File: config.mk
export PLATFORM = sky130hd
export DESIGN_NAME = dec_epoch_filter
export DESIGN_NICKNAME = d
export VERILOG_FILES = /design/src/rtl/dec_epoch_pkg.sv /design/src/rtl/dec_epoch_judge.sv /design/src/rtl/dec_epoch_regs.sv /design/src/rtl/dec_redirect_gen.sv /design/src/rtl/dec_epoch_filter.sv
export SDC_FILE = /design/constraint.sdc
export NUM_CORES = 1
export LEC_CHECK = 0
export BUFFER_PORTS_ARGS = -buffer_cell sky130_fd_sc_hd__buf_2
export CORE_MARGIN = 8
export CORE_UTILIZATION = 26
export CTS_BUF_LIST = sky130_fd_sc_hd__clkbuf_16
export DETAILED_ROUTE_END_ITERATION = 10
export GPL_ROUTABILITY_DRIVEN = 1
export GPL_TIMING_DRIVEN = 0
export PLACE_DENSITY = 0.78
export RECOVER_POWER = 25
export SYNTH_ARGS = -nofsm -noshare
export SYNTH_HDL_FRONTEND = slang
export SYNTH_HIERARCHICAL = 1
export SYNTH_SLANG_ARGS = --single-unit
export TNS_END_PERCENT = 20
File: constraint.sdc
create_clock -name clk -period 1.35 [get_ports clk]
set_clock_uncertainty 0.2 [all_clocks]
set_input_delay 0.0675 -clock clk [delete_from_list [all_inputs] [get_ports clk]]
set_output_delay 0.0675 -clock clk [all_outputs]
set_load 0.1 [all_outputs]
File: src/rtl/dec_epoch_pkg.sv
package dec_epoch_pkg;

    parameter int PC_W = 32;

    typedef logic [PC_W-1:0] pc_t;

    // Instruction as handed over by fetch
    typedef struct packed {
        pc_t  pc;
        pc_t  guess;
        logic ex_tag;
        logic dec_tag;
    } fetch_pkt_t;

    // Packet handed on to execute
    typedef struct packed {
        pc_t  pc;
        pc_t  next_pc;
        logic ex_tag;
    } fwd_pkt_t;

    // Message sent back to fetch
    typedef struct packed {
        pc_t  pc;
        pc_t  target;
        logic ex_tag;
    } redir_msg_t;

    typedef enum logic [1:0] {
        PV_ALIGNED = 2'd0,  // both tags on the current path
        PV_RESYNC  = 2'd1,  // execute has redirected; adopt the tags
        PV_STALE   = 2'd2   // wrong path; discard
    } path_verdict_t;

    function automatic path_verdict_t classify(
        input logic ex_tag, input logic dec_tag,
        input logic ex_copy, input logic dec_ep);
        if (ex_tag != ex_copy)
            return PV_RESYNC;
        else if (dec_tag == dec_ep)
            return PV_ALIGNED;
        else
            return PV_STALE;
    endfunction

endpackage

File: src/rtl/dec_epoch_judge.sv
module dec_epoch_judge import dec_epoch_pkg::*; (
    input  fetch_pkt_t    pkt,
    input  logic          ex_copy,
    input  logic          dec_ep,
    output path_verdict_t verdict,
    output logic          base_dec_ep
);
    always_comb begin
        verdict = classify(pkt.ex_tag, pkt.dec_tag, ex_copy, dec_ep);
        // decode epoch to use before any misprediction toggle
        base_dec_ep = (verdict == PV_RESYNC) ? pkt.dec_tag : dec_ep;
    end
endmodule

File: src/rtl/dec_epoch_regs.sv
module dec_epoch_regs (
    input  logic clk,
    input  logic rst,
    input  logic commit,
    input  logic next_ex_copy,
    input  logic next_dec_ep,
    output logic ex_copy,
    output logic dec_ep
);
    always_ff @(posedge clk) begin
        if (rst) begin
            ex_copy <= 1'b0;
            dec_ep  <= 1'b0;
        end else if (commit) begin
            ex_copy <= next_ex_copy;
            dec_ep  <= next_dec_ep;
        end
    end
endmodule

File: src/rtl/dec_redirect_gen.sv
module dec_redirect_gen import dec_epoch_pkg::*; (
    input  fetch_pkt_t pkt,
    input  pc_t        pred_npc,
    input  logic       fire,
    output logic       mispredict,
    output fwd_pkt_t   fwd,
    output logic       redir_valid,
    output redir_msg_t redir
);
    always_comb begin
        mispredict   = (pkt.guess != pred_npc);
        fwd.pc       = pkt.pc;
        fwd.next_pc  = pred_npc;
        fwd.ex_tag   = pkt.ex_tag;
        redir.pc     = pkt.pc;
        redir.target = pred_npc;
        redir.ex_tag = pkt.ex_tag;
        redir_valid  = fire && mispredict;
    end
endmodule

File: src/rtl/dec_epoch_filter.sv
module dec_epoch_filter import dec_epoch_pkg::*; (
    input  logic            clk,
    input  logic            rst,
    input  logic            in_valid,
    output logic            in_ready,
    input  logic [PC_W-1:0] in_pc,
    input  logic [PC_W-1:0] in_guess,
    input  logic            in_ex_tag,
    input  logic            in_dec_tag,
    input  logic [PC_W-1:0] pred_npc,
    output logic            in_drop,
    output logic            out_valid,
    input  logic            out_ready,
    output logic [PC_W-1:0] out_pc,
    output logic [PC_W-1:0] out_npc,
    output logic            out_ex_tag,
    output logic            redir_valid,
    output logic [PC_W-1:0] redir_pc,
    output logic [PC_W-1:0] redir_npc,
    output logic            redir_ex_tag
);
    fetch_pkt_t    pkt;
    path_verdict_t verdict;
    logic          base_dec_ep;
    logic          ex_copy, dec_ep;
    logic          accept, fire, mispredict;
    fwd_pkt_t      fwd;
    redir_msg_t    redir;

    always_comb begin
        pkt.pc      = in_pc;
        pkt.guess   = in_guess;
        pkt.ex_tag  = in_ex_tag;
        pkt.dec_tag = in_dec_tag;
    end

    dec_epoch_judge u_judge (
        .pkt(pkt), .ex_copy(ex_copy), .dec_ep(dec_ep),
        .verdict(verdict), .base_dec_ep(base_dec_ep)
    );

    always_comb begin
        accept   = in_valid && (verdict != PV_STALE);
        in_drop  = in_valid && (verdict == PV_STALE);
        fire     = accept && out_ready;
        in_ready = out_ready || in_drop;
    end

    dec_redirect_gen u_redir (
        .pkt(pkt), .pred_npc(pred_npc), .fire(fire),
        .mispredict(mispredict), .fwd(fwd),
        .redir_valid(redir_valid), .redir(redir)
    );

    dec_epoch_regs u_regs (
        .clk(clk), .rst(rst), .commit(fire),
        .next_ex_copy(in_ex_tag),
        .next_dec_ep(base_dec_ep ^ mispredict),
        .ex_copy(ex_copy), .dec_ep(dec_ep)
    );

    always_comb begin
        out_valid    = accept;
        out_pc       = fwd.pc;
        out_npc      = fwd.next_pc;
        out_ex_tag   = fwd.ex_tag;
        redir_pc     = redir.pc;
        redir_npc    = redir.target;
        redir_ex_tag = redir.ex_tag;
    end

    // ---------------- assertions ----------------
    assert_drop_quiet_R4: assert property (@(posedge clk) disable iff (rst)
        in_drop |-> (!out_valid && !redir_valid && in_ready));

    assert_drop_hold_R4: assert property (@(posedge clk) disable iff (rst)
        in_drop |=> ($stable(ex_copy) && $stable(dec_ep)));

    assert_stall_hold_R8: assert property (@(posedge clk) disable iff (rst)
        (in_valid && !out_ready) |=> ($stable(ex_copy) && $stable(dec_ep)));

    assert_resync_copy_R2: assert property (@(posedge clk) disable iff (rst)
        (out_valid && out_ready && in_ex_tag != ex_copy) |=> (ex_copy == $past(in_ex_tag)));

    assert_redir_taken_R5: assert property (@(posedge clk) disable iff (rst)
        redir_valid |-> (out_valid && out_ready && out_npc != in_guess));

    assert_toggle_R5: assert property (@(posedge clk) disable iff (rst)
        (redir_valid && in_ex_tag == ex_copy) |=> (dec_ep != $past(dec_ep)));

    assert_resync_toggle_R9: assert property (@(posedge clk) disable iff (rst)
        (redir_valid && in_ex_tag != ex_copy) |=> (dec_ep == !$past(in_dec_tag)));

endmodule

### After elaboration in Yosys (flattened, before gate mapping)

Cells that the tools add are included.

| word-level totals | value |
|---|---|
| logic and storage cells | 17 |
| flip-flop bits (word level) | 2 |
| output and inout bits | 134 |

| operators by class | value |
|---|---|
| multiplexer cells | 3 |
| eq/ne operators | 6 |
| bitwise logic cells | 1 |
| reductions and logical operators | 5 |

Operators by type and width:

| cell | number |
|---|---|
| $ne 32x32->1 | 1 |
| $logic_and 1x1->1 | 4 |
| $mux 2 | 2 |
| $eq 2x1->1 const B | 1 |
| $eq 2x2->1 const B | 1 |
| $ne 2x2->1 const B | 1 |
| $eq 1x1->1 | 1 |
| $logic_or 1x1->1 | 1 |
| $mux 1 | 1 |
| $ne 1x1->1 | 1 |
| $xor 1x1->1 | 1 |

### Depth between registers and ports, before layout

Gate-level depths: netlist of the first run.

| logic depth | value |
|---|---|
| word-level depth | 7 |
| mapped depth | 7 |
| mapped depth without buffers | 7 |

### Hierarchy

The synthesis of the first run kept the hierarchy.

By module, submodules not included:

| module | times used | cells an instance | area each (sq um) | sequential area each (sq um) |
|---|---|---|---|---|
| dec_redirect_gen | 1 | 174 | 1330.0 | 0.0 |
| dec_epoch_regs | 1 | 6 | 67.6 | 40.0 |
| dec_epoch_judge | 1 | 4 | 43.8 | 0.0 |
| dec_epoch_filter | 1 | 6 | 42.5 | 0.0 |

### Least setup slack after synthesis of the first run

No wires, ideal clock.

| timing | value |
|---|---|
| path type | reg2out |
| from | reg u_regs.ex_copy |
| to | out redir_valid |
| stages on the path, launching flop included | 6 |
| buffers on the path | 0 |
| slack | -1.307 ns |
| arrival | 2.389 ns |
| data required time | 1.082 ns |
| cell sequence | dfxtp_1 > xor2_2 > nor2_1 > nand2b_1 > and3_1 > a21boi_1 |

| on the way | value |
|---|---|
| longest elaborated chain between the ends | 6 |

RTL lines:

| item | RTL line | source |
|---|---|---|
| from (decl) | dec_epoch_regs.sv:7 | `output logic ex_copy,` |
| from (signal assigned) | dec_epoch_regs.sv:15 | `ex_copy <= next_ex_copy;` |
| $ne 1x1->1 | dec_epoch_pkg.sv:38 | `if (ex_tag != ex_copy)` |
| $mux 2 | dec_epoch_pkg.sv:38 |  |
| named net verdict[0] | dec_epoch_filter.sv:23 | `path_verdict_t verdict;` |
| $ne 2x2->1 | dec_epoch_filter.sv:43 | `accept = in_valid && (verdict != PV_STALE);` |
| $logic_and 1x1->1 | dec_epoch_filter.sv:43 |  |
| $logic_and 1x1->1 | dec_epoch_filter.sv:45 | `fire = accept && out_ready;` |
| named net fire | dec_epoch_filter.sv:26 | `logic accept, fire, mispredict;` |
| $logic_and 1x1->1 | dec_redirect_gen.sv:18 | `redir_valid = fire && mispredict;` |
| to (decl) | dec_epoch_filter.sv:17 | `output logic redir_valid,` |

The timed path passes the listed nets, and every way through them passes these cells.

### Worst setup path after layout of the first run

Same ends and word-level chain as after synthesis.

==> summary.txt, run 1 <==
Routing
  – Drt pass-1 iters: 4
  – Routed vias/inst: 3.70
  – WL/cell: 13.3 um
  – DRC errors left: 0
  – Initial drt markers: 10
  – Routed vias: 1746
  – Antenna viol nets, final: 0
  – Final wirelength: 6280 um

Synth
  – Register area share after synthesis: 2.70%
  – Synth Cell Area: 1480 sq um
  – Synthesized net count: 292
  – Synth Warn #: 6
  – #FFs+latches synth: 2
  – Avg Cell Area, Syn: 7.81 sq um
  – Post-synth cell types: 17
  – Synth Instances: 190

Layout
  – Finished Layout Cells: 472
  – Layout fillers: 561
  – Number of diodes: 0
  – Nets: 504
  – Area Overhead vs Synth: 90.1%
  – Proportion of layout cells with a drive suffix above 1: 87.0%
  – Area of the multi-input gates: 526 sq um
  – Sequential cell area: 43.8 sq um
  – Post-layout util: 51.2%

Placed design
  – PortBufs: 203
  – Routability cong.: 0.812
  – Placed instance count: 465
  – HPWL Detailed: 6000 um

Global routing
  – Largest net degree at the start of global routing: 5
  – First-pass GRT wire length: 9330 um
  – Initial antenna violation count: 0
  – M2 GR Usage: 28.3%
  – Vias in the first global route: 1863
  – Met3 global-route usage: 4.53%
  – GRT overflow: 0
  – Met1 usage: 11.6%
  – GRT Util Overall: 13.4%
  – Gr busiest metal: met2

Die
  – Die Span X: 91.5 um
  – Total die area: 8380 sq um
  – Initial Util: 26.9%
  – Core Rows: 27
  – Die height: 91.5 um
  – IO Pins: 236
  – CORE AREA: 5510 sq um

Critical path
  – CP max stage cell: dfxtp_4
  – Crit path cell chain: xor2_4 -> nand2b_1 -> and3_4 -> a21boi_4 -> buf_12
  – Worst setup path class: register to primary output
  – CP max FO: 4
  – CP arrival: 1.46 ns
  – Crit-path max cell delay: 0.36 ns
  – CP endpoint kind: primary output
  – CP Buf/Inv Count: 1
  – Delay-heaviest family, CP: flip-flops
  – Type of origin of the critical path: register
  – Critical path data required time: 1.08 ns

Power
  – Power Dens Cells: 1040 nW/um^2
  – Leakage power: 1.66 nW
  – Max VDD drop: 0.000760 V

STA
  – Setup ws final: -0.381 ns
  – Slew at the pin closest to its max-slew limit: 0.550 ns
  – Fin crit period: 1.73 ns
  – Hold WS: 0.175 ns
  – Slew HR: 63.5%
  – Fmax achieved: 578 MHz
  – Setup Viol. Count Final: 6
  – Final hold vios: 0
  – RSZ-0062 raised after global routing: yes
  – Final period utilization: 128%
  – Pins Over Slew Limit: 0

Flow run
  – Max-cap violation count: 0

Run status
  – Violated checks: negative setup slack
  – Status: finished, violations left

Clock network
  – # clock sinks: 2
  – CTS tree: done
  – H-Tree Level Count: 1
  – CTS root buf: clkbuf_16
  – Maximum root-to-sink buffer count: 2
  – Worst-path clk slew: 0.03 ns
  – Clock Latency Late Sink: 0.22 ns
  – CTS Buf Count: 3

Worst hold path
  – Path category of the worst min-delay check: primary input to register
[state kept, by name, summed over array words and instances, names as in the netlist]
signal          cells
u_regs/dec_ep       1
u_regs/ex_copy      1
[layer usage]
layer | up-vias | wire length, um
met4 | 0 | 28
met3 | 4 | 615
met5 | - | 0
met1 | 776 | 1910
li1 | 887 | -
met2 | 79 | 3730
[what timing repair did]
item                                   CTS  global route
pin swaps                                2             3
hold buffers                             2             0
gates resized for setup                 18             4
buffers inserted                         1             1
setup endpoints to repair                6             6
endpoints found under the hold margin    2             0
[layout make-up]
type | instances | area share [%]
Timing Repair Buffer | 207 | 39.4
Sequential cell | 2 | 1.55
Clock buffer | 3 | 2.66
Tap cell | 72 | 3.19
Buffer | 130 | 34.6
Multi-Input combinational cell | 58 | 18.6
[worst register-to-register path: stages (launching register included)]
cell and delay [ns]:
dfxtp_4 0.36, xor2_4 0.19, nand2b_1 0.14, and3_4 0.18, buf_4 0.10, buf_4 0.11
mux2i_1 0.18, nor2_1 0.05
[through the flow]
| stage | worst slack [ns] | total power, mW | TNS (ns) | cell area [sq um] |
|---|---|---|---|---|
| 4_1_cts | -0.429 | 2.94 | -1.72 | 2790 |
| 5_1_grt | -0.448 | 3.01 | -2.04 | 2820 |
| 2_1_floorplan | -0.367 | 2.08 | -1.28 | 1510 |
| 3_3_place_gp | -0.741 | 2.42 | -1.91 | 2610 |
| 3_5_place_dp | -0.746 | 2.44 | -2.01 | 2610 |
| 6_report | -0.381 | 2.93 | -1.55 | 2820 |
[synthesized netlist by cell type, drive strengths merged]
cell | count | area share (%)
nand4 | 8 | 3.4
and3 | 1 | 0.42
xor2 | 2 | 1.7
nor2 | 3 | 0.76
buf | 130 | 66
dfxtp | 2 | 2.7
and2 | 1 | 0.42
nand2b | 1 | 0.42
or2 | 1 | 0.42
xnor2 | 33 | 19
and3b | 1 | 0.59
mux2 | 1 | 1.0
mux2i | 2 | 1.3
a21boi | 1 | 0.51
nand2 | 1 | 0.25
nor4 | 2 | 0.84
[layout by cell type, fill, tap and decap left out, types with 2 or more instances in the layout]
master and instances:
buf_2 167, buf_4 132, xnor2_1 33, clkbuf_2 32, nand4_1 8, buf_12 4
clkbuf_16 3, dlygate4sd3_1 2, mux2i_1 2, nor2_1 2
[report_power, final]
| part | internal (mW) | leakage (nW) | total (mW) | switching (mW) |
|---|---|---|---|---|
| clock | 0.377 | 0.0370 | 0.449 | 0.0719 |
| sequential | 0.0628 | 0.0171 | 0.0670 | 0.00425 |
| combinational | 0.571 | 1.61 | 2.41 | 1.84 |
| total | 1.01 | 1.66 | 2.93 | 1.91 |
[cell families (layout without fill, tap and decap cells)]
logic type             count (synthesis)  after routing  share of synthesized area [%]
AND/OR/NAND/NOR                       19             19                           7.51
XOR/XNOR                              35             35                           21.2
AO/OA/AOI/OAI                          1              1                          0.506
flip-flops                             2              2                           2.70
buffers and inverters                130            340                           65.8
multiplexers                           3              3                           2.36
[worst paths after layout]
path / start / endpoint / slack (ns) / cells past startpoint
max: u_regs/ex_copy / redir_valid / -0.38 / 5
max reg2reg: u_regs/ex_copy / u_regs/dec_ep / -0.25 / 7
min reg2reg: u_regs/ex_copy / u_regs/ex_copy / 0.33 / 2
min: in_dec_tag / u_regs/dec_ep / 0.18 / 5
No activity file was read; power rests on OpenSTA's default activity.
==> inputs of run 2 (changes only) <==
--- a/config.mk
+++ b/config.mk
@@ -6,13 +6,13 @@
 export NUM_CORES = 1
 export LEC_CHECK = 0
 export BUFFER_PORTS_ARGS = -buffer_cell sky130_fd_sc_hd__buf_2
-export CORE_MARGIN = 8
-export CORE_UTILIZATION = 26
-export CTS_BUF_LIST = sky130_fd_sc_hd__clkbuf_16
+export CORE_AREA = 8 8 86 88
+export CTS_BUF_LIST = sky130_fd_sc_hd__clkbuf_4
 export DETAILED_ROUTE_END_ITERATION = 10
+export DIE_AREA = 0 0 94 96
 export GPL_ROUTABILITY_DRIVEN = 1
 export GPL_TIMING_DRIVEN = 0
-export PLACE_DENSITY = 0.78
+export PLACE_DENSITY = 0.79
 export RECOVER_POWER = 25
 export SYNTH_ARGS = -nofsm -noshare
 export SYNTH_HDL_FRONTEND = slang
==> summary.txt, run 2 (synthesis results as in run 1) <==
Run status
  – Status: finished, violations left
  – Violated checks: negative setup slack

Die
  – Initial Util: 24.3% (-2.6 points)
  – CORE AREA: 6100 sq um (+11%)
  – Core Rows: 29 (+7.4%)
  – IO Pins: 236 (unchanged)
  – Total die area: 9020 sq um (+7.7%)
  – Die height: 96 um (+4.9%)
  – Die Span X: 94 um (+2.7%)

STA
  – Setup ws final: -0.403 ns (-0.0211 ns)
  – Pins Over Slew Limit: 0 (unchanged)
  – Final period utilization: 130% (+1.6 points)
  – Fmax achieved: 571 MHz (-1.2%)
  – Setup Viol. Count Final: 6 (unchanged)
  – RSZ-0062 raised after global routing: yes
  – Slew at the pin closest to its max-slew limit: 0.549 ns (-0.000675 ns)
  – Setup tns final: -1.71 ns (-0.161 ns)
  – Fin crit period: 1.75 ns (+0.0211 ns)
  – Hold WS: 0.186 ns (+0.0108 ns)
  – Final hold vios: 0 (unchanged)
  – Slew HR: 63.5% (about the same)

Clock network
  – CTS root buf: clkbuf_4
  – CTS tree: done
  – Maximum root-to-sink buffer count: 2 (unchanged)
  – Clock Latency Late Sink: 0.22 ns (about the same)
  – # clock sinks: 2 (unchanged)
  – H-Tree Level Count: 1 (unchanged)
  – Worst-path clk slew: 0.03 ns (about the same)
  – CTS Buf Count: 3 (unchanged)

Global routing
  – Largest net degree at the start of global routing: 5 (unchanged)
  – First-pass GRT wire length: 8420 um (-9.7%)
  – GRT overflow: 0 (unchanged)
  – GRT Util Overall: 11.3% (-2.1 points)
  – Initial antenna violation count: 0 (unchanged)
  – Vias in the first global route: 1822 (-2.2%)

Critical path
  – Critical path data required time: 1.08 ns (about the same)
  – Crit-path max cell delay: 0.33 ns (-0.03 ns)
  – CP arrival: 1.49 ns (+0.03 ns)
  – Delay-heaviest family, CP: simple AND/OR/NAND/NOR gates
  – CP Buf/Inv Count: 1 (unchanged)
  – CP endpoint kind: primary output
  – Worst setup path class: register to primary output
  – Type of origin of the critical path: register
  – CP max stage cell: dfxtp_2
  – CP max FO: 4 (unchanged)
  – Crit path cell chain: xor2_2 -> nor2_1 -> nand2b_1 -> and3_4 -> a21boi_4 -> buf_12
  – Reg-to-reg slack, setup: -0.29 ns (-0.04 ns)

Power
  – Leakage power: 1.64 nW (-1.2%)
  – Overall power: 2.60 mW (-11%)
  – Power Dens Cells: 940 nW/um^2 (-9.4%)
  – Max VDD drop: 0.000603 V (-21%)

Layout
  – Finished Layout Cells: 478 (+1.3%)
  – Proportion of layout cells with a drive suffix above 1: 86.8% (-0.22 points)
  – Commonest non-fill, non-tap cell in the layout: buf_2
  – Nets: 505 (+0.20%)
  – Area Overhead vs Synth: 86.4%
  – Sequential cell area: 41.3 sq um (-5.7%)
  – Largest registers: u_regs/dec_ep x1, u_regs/ex_copy x1
  – Number of diodes: 0 (unchanged)
  – Most frequent cells in the layout: buf_2 (167), buf_4 (133), xnor2_1 (33)
  – Area of the multi-input gates: 512 sq um (-2.6%)
  – Layout fillers: 599 (+6.8%)

Worst hold path
  – Path category of the worst min-delay check: primary input to register

Routing
  – Routed vias: 1736 (-0.57%)
  – Routed vias/inst: 3.63 (-1.8%)
  – Initial drt markers: 9 (-1)
  – Antenna viol nets, final: 0 (unchanged)
  – Drt pass-1 iters: 3 (-1)
  – Final wirelength: 6060 um (-3.5%)
  – DRC errors left: 0 (unchanged)
  – WL/cell: 12.7 um (-4.7%)

Placed design
  – HPWL Detailed: 5680 um (-5.3%)
  – PortBufs: 203 (unchanged)
  – Placed instance count: 470 (+1.1%)
  – Routability cong.: 0.768 (-5.4%)

Flow run
  – Max-cap violation count: 0 (unchanged)
## run 2: worst min-delay path, stage by stage
cell     delay (ns)
buf_2          0.10
mux2_4         0.14
xor2_1         0.05
mux2i_1        0.14
nor2_1         0.05
## run 2: path summary, 6_finish.rpt
| kind | from | to | depth (start not counted) |
|---|---|---|---|
| setup reg to reg | u_regs/ex_copy | u_regs/dec_ep | 8 |
| hold reg to reg | u_regs/ex_copy | u_regs/ex_copy | 2 |
| setup / recovery | u_regs/ex_copy | redir_valid | 6 |
| hold / removal | in_dec_tag | u_regs/dec_ep | 5 |
## run 2: layer usage
layer | GRT usage [%] | wire length, um | vias up
met3 | 2.65 | 615 | 2
met4 | 1.59 | 19 | 0
met5 | 0 | 0 | -
met1 | 11.0 | 1880 | 758
met2 | 23.5 | 3550 | 86
li1 | - | - | 890
## run 2: cell type report
cell class | instances | share of cell area [%]
flip-flops and latches | 2 | 1.49
repair buffers | 208 | 40.4
clock buffers | 3 | 0.814
plain buffers | 130 | 35.3
well taps | 77 | 3.48
multi-input cells | 58 | 18.5
## run 2: where the power goes
| group | switching [mW] | total [mW] | internal, mW | leakage [nW] |
|---|---|---|---|---|
| registers | 0.00327 | 0.0672 | 0.0639 | 0.0168 |
| clock network | 0.0299 | 0.128 | 0.0977 | 0.0138 |
| logic | 1.83 | 2.40 | 0.572 | 1.61 |
| total | 1.87 | 2.60 | 0.734 | 1.64 |
## run 2: per-stage QoR
step	instance area (sq um)	setup WS, ns	util, %
after floorplan	1510	-0.367	-
after global placement	2620	-0.866	43.0
after detailed placement	2620	-0.878	43.0
after CTS	2750	-0.424	45.1
after global routing	2770	-0.491	45.4
final	2770	-0.403	45.4
## run 2: repair_timing
action / 4_1_cts / 5_1_grt
hold buffers: 2 / 0
endpoints found under the setup margin: 6 / 6
hold endpoints to repair: 2 / 0
gates resized for setup: 17 / 2
buffers inserted: 2 / 1
pin swaps: 3 / 3
